--- src/rtl/startup_hold_pkg.sv ---
package startup_hold_pkg;

    typedef enum logic [2:0] {
        ST_IDLE = 3'd0,
        ST_PWRT = 3'd1,
        ST_OST  = 3'd2,
        ST_PLL  = 3'd3,
        ST_RUN  = 3'd4
    } stage_e;

    localparam int MODE_W = 3;

    // Crystal and resonator modes are the codes with the top bit clear.
    function automatic logic mode_has_ost(input logic [MODE_W-1:0] mode);
        return (mode[MODE_W-1] == 1'b0);
    endfunction

    function automatic stage_e stage_after_ost(input logic pll);
        return pll ? ST_PLL : ST_RUN;
    endfunction

    function automatic stage_e stage_after_pwrt(input logic xtal, input logic pll);
        return xtal ? ST_OST : stage_after_ost(pll);
    endfunction

    function automatic stage_e stage_on_power(input logic pwrt, input logic xtal,
                                              input logic pll);
        return pwrt ? ST_PWRT : stage_after_pwrt(xtal, pll);
    endfunction

    function automatic int max_of(input int a, input int b);
        return (a > b) ? a : b;
    endfunction

endpackage

--- src/rtl/startup_tick_counter.sv ---
module startup_tick_counter #(
    parameter int W = 8
) (
    input  logic         clk,
    input  logic         rst,
    input  logic         clr,
    input  logic         en,
    input  logic [W-1:0] limit,
    output logic         done
);
    logic [W-1:0] cnt_q;

    assign done = en && (cnt_q == limit - W'(1));

    always_ff @(posedge clk) begin
        if (rst || clr) begin
            cnt_q <= '0;
        end else if (en) begin
            cnt_q <= done ? '0 : cnt_q + W'(1);
        end
    end
endmodule

--- src/rtl/startup_stage_fsm.sv ---
module startup_stage_fsm
    import startup_hold_pkg::*;
(
    input  logic   clk,
    input  logic   rst,
    input  logic   pon,
    input  logic   wake,
    input  logic   xtal,
    input  logic   pll_en,
    input  logic   pwrt_en,
    input  logic   rc_done,
    input  logic   osc_done,
    output stage_e cur,
    output logic   clr,
    output logic   hold
);
    stage_e nxt;

    always_comb begin
        nxt = cur;
        if (pon) begin
            nxt = stage_on_power(pwrt_en, xtal, pll_en);
        end else begin
            case (cur)
                ST_IDLE: nxt = ST_IDLE;
                ST_PWRT: if (rc_done)  nxt = stage_after_pwrt(xtal, pll_en);
                ST_OST:  if (osc_done) nxt = stage_after_ost(pll_en);
                ST_PLL:  if (rc_done)  nxt = ST_RUN;
                ST_RUN:  if (wake && xtal) nxt = ST_OST;
                default: nxt = ST_IDLE;
            endcase
        end
    end

    assign clr = pon || (nxt != cur);

    always_ff @(posedge clk) begin
        if (rst) begin
            cur  <= ST_IDLE;
            hold <= 1'b1;
        end else begin
            cur  <= nxt;
            hold <= (nxt != ST_RUN);
        end
    end
endmodule

--- src/rtl/startup_hold.sv ---
module startup_hold
    import startup_hold_pkg::*;
#(
    parameter int PWRT_TICKS = 1024,
    parameter int OST_CYCLES = 1024,
    parameter int PLL_TICKS  = 32
) (
    input  logic              clk,
    input  logic              rst,
    input  logic              rc_tick,
    input  logic              osc_tick,
    input  logic              pon_pulse,
    input  logic              wake_pulse,
    input  logic [MODE_W-1:0] osc_mode,
    input  logic              pll_en,
    input  logic              pwrt_en,
    output logic              hold_rst,
    output logic [2:0]        stage
);
    localparam int RC_W  = $clog2(max_of(PWRT_TICKS, PLL_TICKS) + 1);
    localparam int OSC_W = $clog2(OST_CYCLES + 1);

    stage_e          cur;
    logic            clr;
    logic            rc_done;
    logic            osc_done;
    logic            rc_en;
    logic            osc_en;
    logic            xtal;
    logic [RC_W-1:0] rc_limit;

    assign xtal     = mode_has_ost(osc_mode);
    assign rc_en    = rc_tick && ((cur == ST_PWRT) || (cur == ST_PLL));
    assign osc_en   = osc_tick && (cur == ST_OST);
    assign rc_limit = (cur == ST_PWRT) ? RC_W'(PWRT_TICKS) : RC_W'(PLL_TICKS);

    startup_tick_counter #(.W(RC_W)) u_rc_cnt (
        .clk   (clk),
        .rst   (rst),
        .clr   (clr),
        .en    (rc_en),
        .limit (rc_limit),
        .done  (rc_done)
    );

    startup_tick_counter #(.W(OSC_W)) u_osc_cnt (
        .clk   (clk),
        .rst   (rst),
        .clr   (clr),
        .en    (osc_en),
        .limit (OSC_W'(OST_CYCLES)),
        .done  (osc_done)
    );

    startup_stage_fsm u_fsm (
        .clk      (clk),
        .rst      (rst),
        .pon      (pon_pulse),
        .wake     (wake_pulse),
        .xtal     (xtal),
        .pll_en   (pll_en),
        .pwrt_en  (pwrt_en),
        .rc_done  (rc_done),
        .osc_done (osc_done),
        .cur      (cur),
        .clr      (clr),
        .hold     (hold_rst)
    );

    assign stage = cur;
endmodule

--- config.mk ---
export PLATFORM = sky130hd
export DESIGN_NAME = startup_hold
export DESIGN_NICKNAME = d
export VERILOG_FILES = /design/src/rtl/startup_hold_pkg.sv /design/src/rtl/startup_tick_counter.sv /design/src/rtl/startup_stage_fsm.sv /design/src/rtl/startup_hold.sv
export SDC_FILE = /design/constraint.sdc
export NUM_CORES = 1
export LEC_CHECK = 0
export BUFFER_PORTS_ARGS = -buffer_cell sky130_fd_sc_hd__buf_2
export CAP_MARGIN = 20
export CORE_ASPECT_RATIO = 0.8
export CORE_MARGIN = 1
export CORE_UTILIZATION = 52
export DETAILED_ROUTE_END_ITERATION = 8
export HOLD_SLACK_MARGIN = 0.08
export PLACE_DENSITY = 0.77
export SYNTH_ARGS = -nofsm -noshare
export SYNTH_HDL_FRONTEND = slang
export SYNTH_HIERARCHICAL = 1
export SYNTH_SLANG_ARGS = --single-unit
--- constraint.sdc ---
create_clock -name clk -period 4.6 [get_ports clk]
set_clock_uncertainty 0.15 [all_clocks]
set_input_delay 0.92 -clock clk [delete_from_list [all_inputs] [get_ports clk]]
set_output_delay 0.92 -clock clk [all_outputs]
set_load 0.03 [all_outputs]
==> reports/qor.yml <==
routing:
  wl_um: 4440
  vias_per_cell: 4.78
  firstDrtPassIters: 4
  drtIter0Drc: 62
  wire_per_inst_um: 10.8
  drtAntennaViolNets: 0
  via_count: 1970
  drc: 0
critical_path:
  worstPathMaxFanout: 16
  arrival_ns: 4.15
  start_kind: "register"
  r2r_slack_ns: 0.45
  required_ns: 4.59
  cp-end-kind: "register"
  crit_start: "u_fsm/cur[0]"
  r2r_start: "u_fsm/cur[0]"
  critPathKind: "register to register"
cells_and_area:
  insertedDiodeCount: 0
  multiInputGateArea_um2: 1900
  seq_area_um2: 520
  layout.nets: 373
  syn_to_final_growth_pct: 20.3
  fillers: 345
  drive_gt1_frac: 0.106
  final_area_um2: 2670
global_routing:
  antenna_found_initial: 0
  grt_max_degree: 17
  gr-total-overflow: 0
  grt_pass1_vias: 1733
  grt_first_pass_wirelength_um: 7620
  grt_usage: 0.221
logic_synthesis:
  avgSynthCellArea_um2: 8.17
  synth_top_cell_by_area: "dfxtp_1"
  synth_cell_types: 52
  synth_top_area_frac: 0.234
  postSynth.asyncResetShare: 0
  synth_cells: 272
  synth-seq-cells: 26
  synth_edf_count: 0
  synth_area_leaders: "dfxtp_1, xnor2_1, xor2_1"
  syn-cell-area_um2: 2220
  synth_seq_area_share: 0.234
  synth_top_flop_cell: "dfxtp_1"
  ys_warn_count: 6
power:
  p_comb_frac: 0.176
  internal_power_uw: 379
  ir_drop_mv: 0.159
  leakage_nw: 1.07
  power.switching_uw: 130
  power_uw: 509
  clock_power_share: 0.373
  power_density_nw_per_um2: 190
  pwr-share-seq: 0.451
  swShare: 0.256
clocking:
  post-cts-setup-buffer-count: 0
  numCtsBuffers: 3
  postCtsResizedCells: 0
  cts_hold_buf: 0
  root_buffer: "clkbuf_8"
  clock_path_buffers: 2
  cts_sinks: 26
  htreeDepth: 1
  clkTransAtPathRegs_ns: 0.09
  clock_latency_ns: 0.27
  cts_tree: "yes"
flow_run:
  maxCapViolations: 0
timing:
  max_slew_margin: 0.542
  slew_viol_final: 0
  finalSetupTns_ns: 0
  finalHoldViolations: 0
  setup_violations: 0
  timing.final.crit_share: 0.903
  fmax_mhz: 241
  min_period_ns: 4.15
  worstMarginPinSlew_ns: 0.681
  rsz0062_at_grt: "false"
min_path:
  min_path_type: "register to register"
  hold_start: "u_osc_cnt/cnt_q[1]"
status:
  status: "completed"
floorplanning:
  die_y_um: 60.5
  die_w_um: 75.1
  initial_core_util: 0.562
  fp.dieArea_um2: 4540
  core-area_um2: 3950
  rows: 20
  ios: 15
place:
  routabilityCongestion: 0.866
  placed_area_um2: 2600
  io_buffers: 12
  dp_hpwl_um: 3580
-- Yosys cell counts (all sizes together) (2+ instances only) --
library cell / number
nor2: 35
dfxtp: 26
xnor2: 25
xor2: 22
nand2: 17
o21ai: 11
inv: 10
nand2b: 9
nor3: 9
nor4: 9
a21oi: 8
nand4: 8
clkbuf: 6
o211ai: 6
a21boi: 5
nand3: 5
nor2b: 5
nor3b: 5
o31ai: 5
or3: 5
ha: 4
o311ai: 4
or3b: 4
buf: 3
o22ai: 3
a2111oi: 2
and2: 2
and3: 2
conb: 2
mux2: 2
o31a: 2
or4: 2
-- cells in the final DEF, fill, tap and decap left out, types with 6 or more instances in the layout --
| cell type | instances |
|---|---|
| xnor2_1 | 25 |
| a21oi_1 | 7 |
| nand4_1 | 8 |
| nand2b_1 | 9 |
| dfxtp_1 | 26 |
| nand2_1 | 17 |
| inv_1 | 10 |
| o211ai_1 | 6 |
| buf_2 | 12 |
| nor2_1 | 35 |
| conb_1 | 78 |
| o21ai_0 | 9 |
| nor3_1 | 7 |
| xor2_1 | 22 |
| nor4_1 | 7 |
-- per-stage QoR --
step           setup WS, ns   util  hold slack (ns)  cells
2_1_floorplan         0.990      -            0.348    348
3_5_place_dp          0.478  0.658            0.380    408
4_1_cts               0.443  0.676            0.394    412
6_report              0.446  0.676            0.394    412
5_1_grt               0.171  0.676            0.426    412
3_3_place_gp          0.595  0.658            0.375    408
-- registers in the layout, indices dropped and copies added, names as in the netlist --
signal and count:
u_fsm/cur 3, u_fsm/hold 1, u_rc_cnt/cnt_q 11, u_osc_cnt/cnt_q 11
-- power groups by stage --
stage	combinational, mW	sequential, mW	clock [mW]
finish	0.0894	0.229	0.190
global route	0.101	0.230	0.205
CTS	0.0855	0.230	0.195
detailed placement	0.0852	0.235	0
global placement	0.0840	0.235	0
floorplan	0.0697	0.236	0
-- final timing paths --
kind                         to  depth (start not counted)
min          u_osc_cnt/cnt_q[1]                          2
max           u_rc_cnt/cnt_q[8]                         12
max reg2reg   u_rc_cnt/cnt_q[8]                         12
min reg2reg  u_osc_cnt/cnt_q[1]                          2
-- critical path, cell delays in order, from the launching register on --
cell and delay [ns]:
dfxtp_1 0.61, or3b_1 0.48, or4_4 0.56, nor4_1 0.28, xnor2_1 0.18, nand3_2 0.16, nor3_1 0.57, o21ai_0 0.19
or3_1 0.33, nand4b_1 0.13, nor2_1 0.12, o31ai_4 0.14, nor2_1 0.12
-- layer usage --
metal  GRT usage  up-vias  part of all wire
li1            -     1059                 -
met1       0.297      891              0.50
met2       0.387       20              0.47
met3      0.0349        0             0.026
met4      0.0243        0                 0
met5           0        -                 0
-- cell families (layout without fill, tap and decap cells) --
kind of cell             after synthesis  after routing  synth area share
AO/OA/AOI/OAI                         50             50             0.179
AND/OR/NAND/NOR                      121            121             0.319
flip-flops                            26             26             0.234
XOR/XNOR                              47             47             0.185
buffers and inverters                 19             28            0.0389
adder cells (fa/ha/maj)                4              4            0.0225
multiplexers                           3              3            0.0180
other                                  2             78           0.00338
-- final cells by class --
class / count / share of cell area
Clock buffer: 3 / 0.0154
Clock inverter: 1 / 0.0112
Inverter: 10 / 0.0140
Multi-Input combinational cell: 303 / 0.711
Sequential cell: 26 / 0.195
Tap cell: 55 / 0.0257
Timing Repair Buffer: 14 / 0.0281
(Power assumes the default switching activity.)
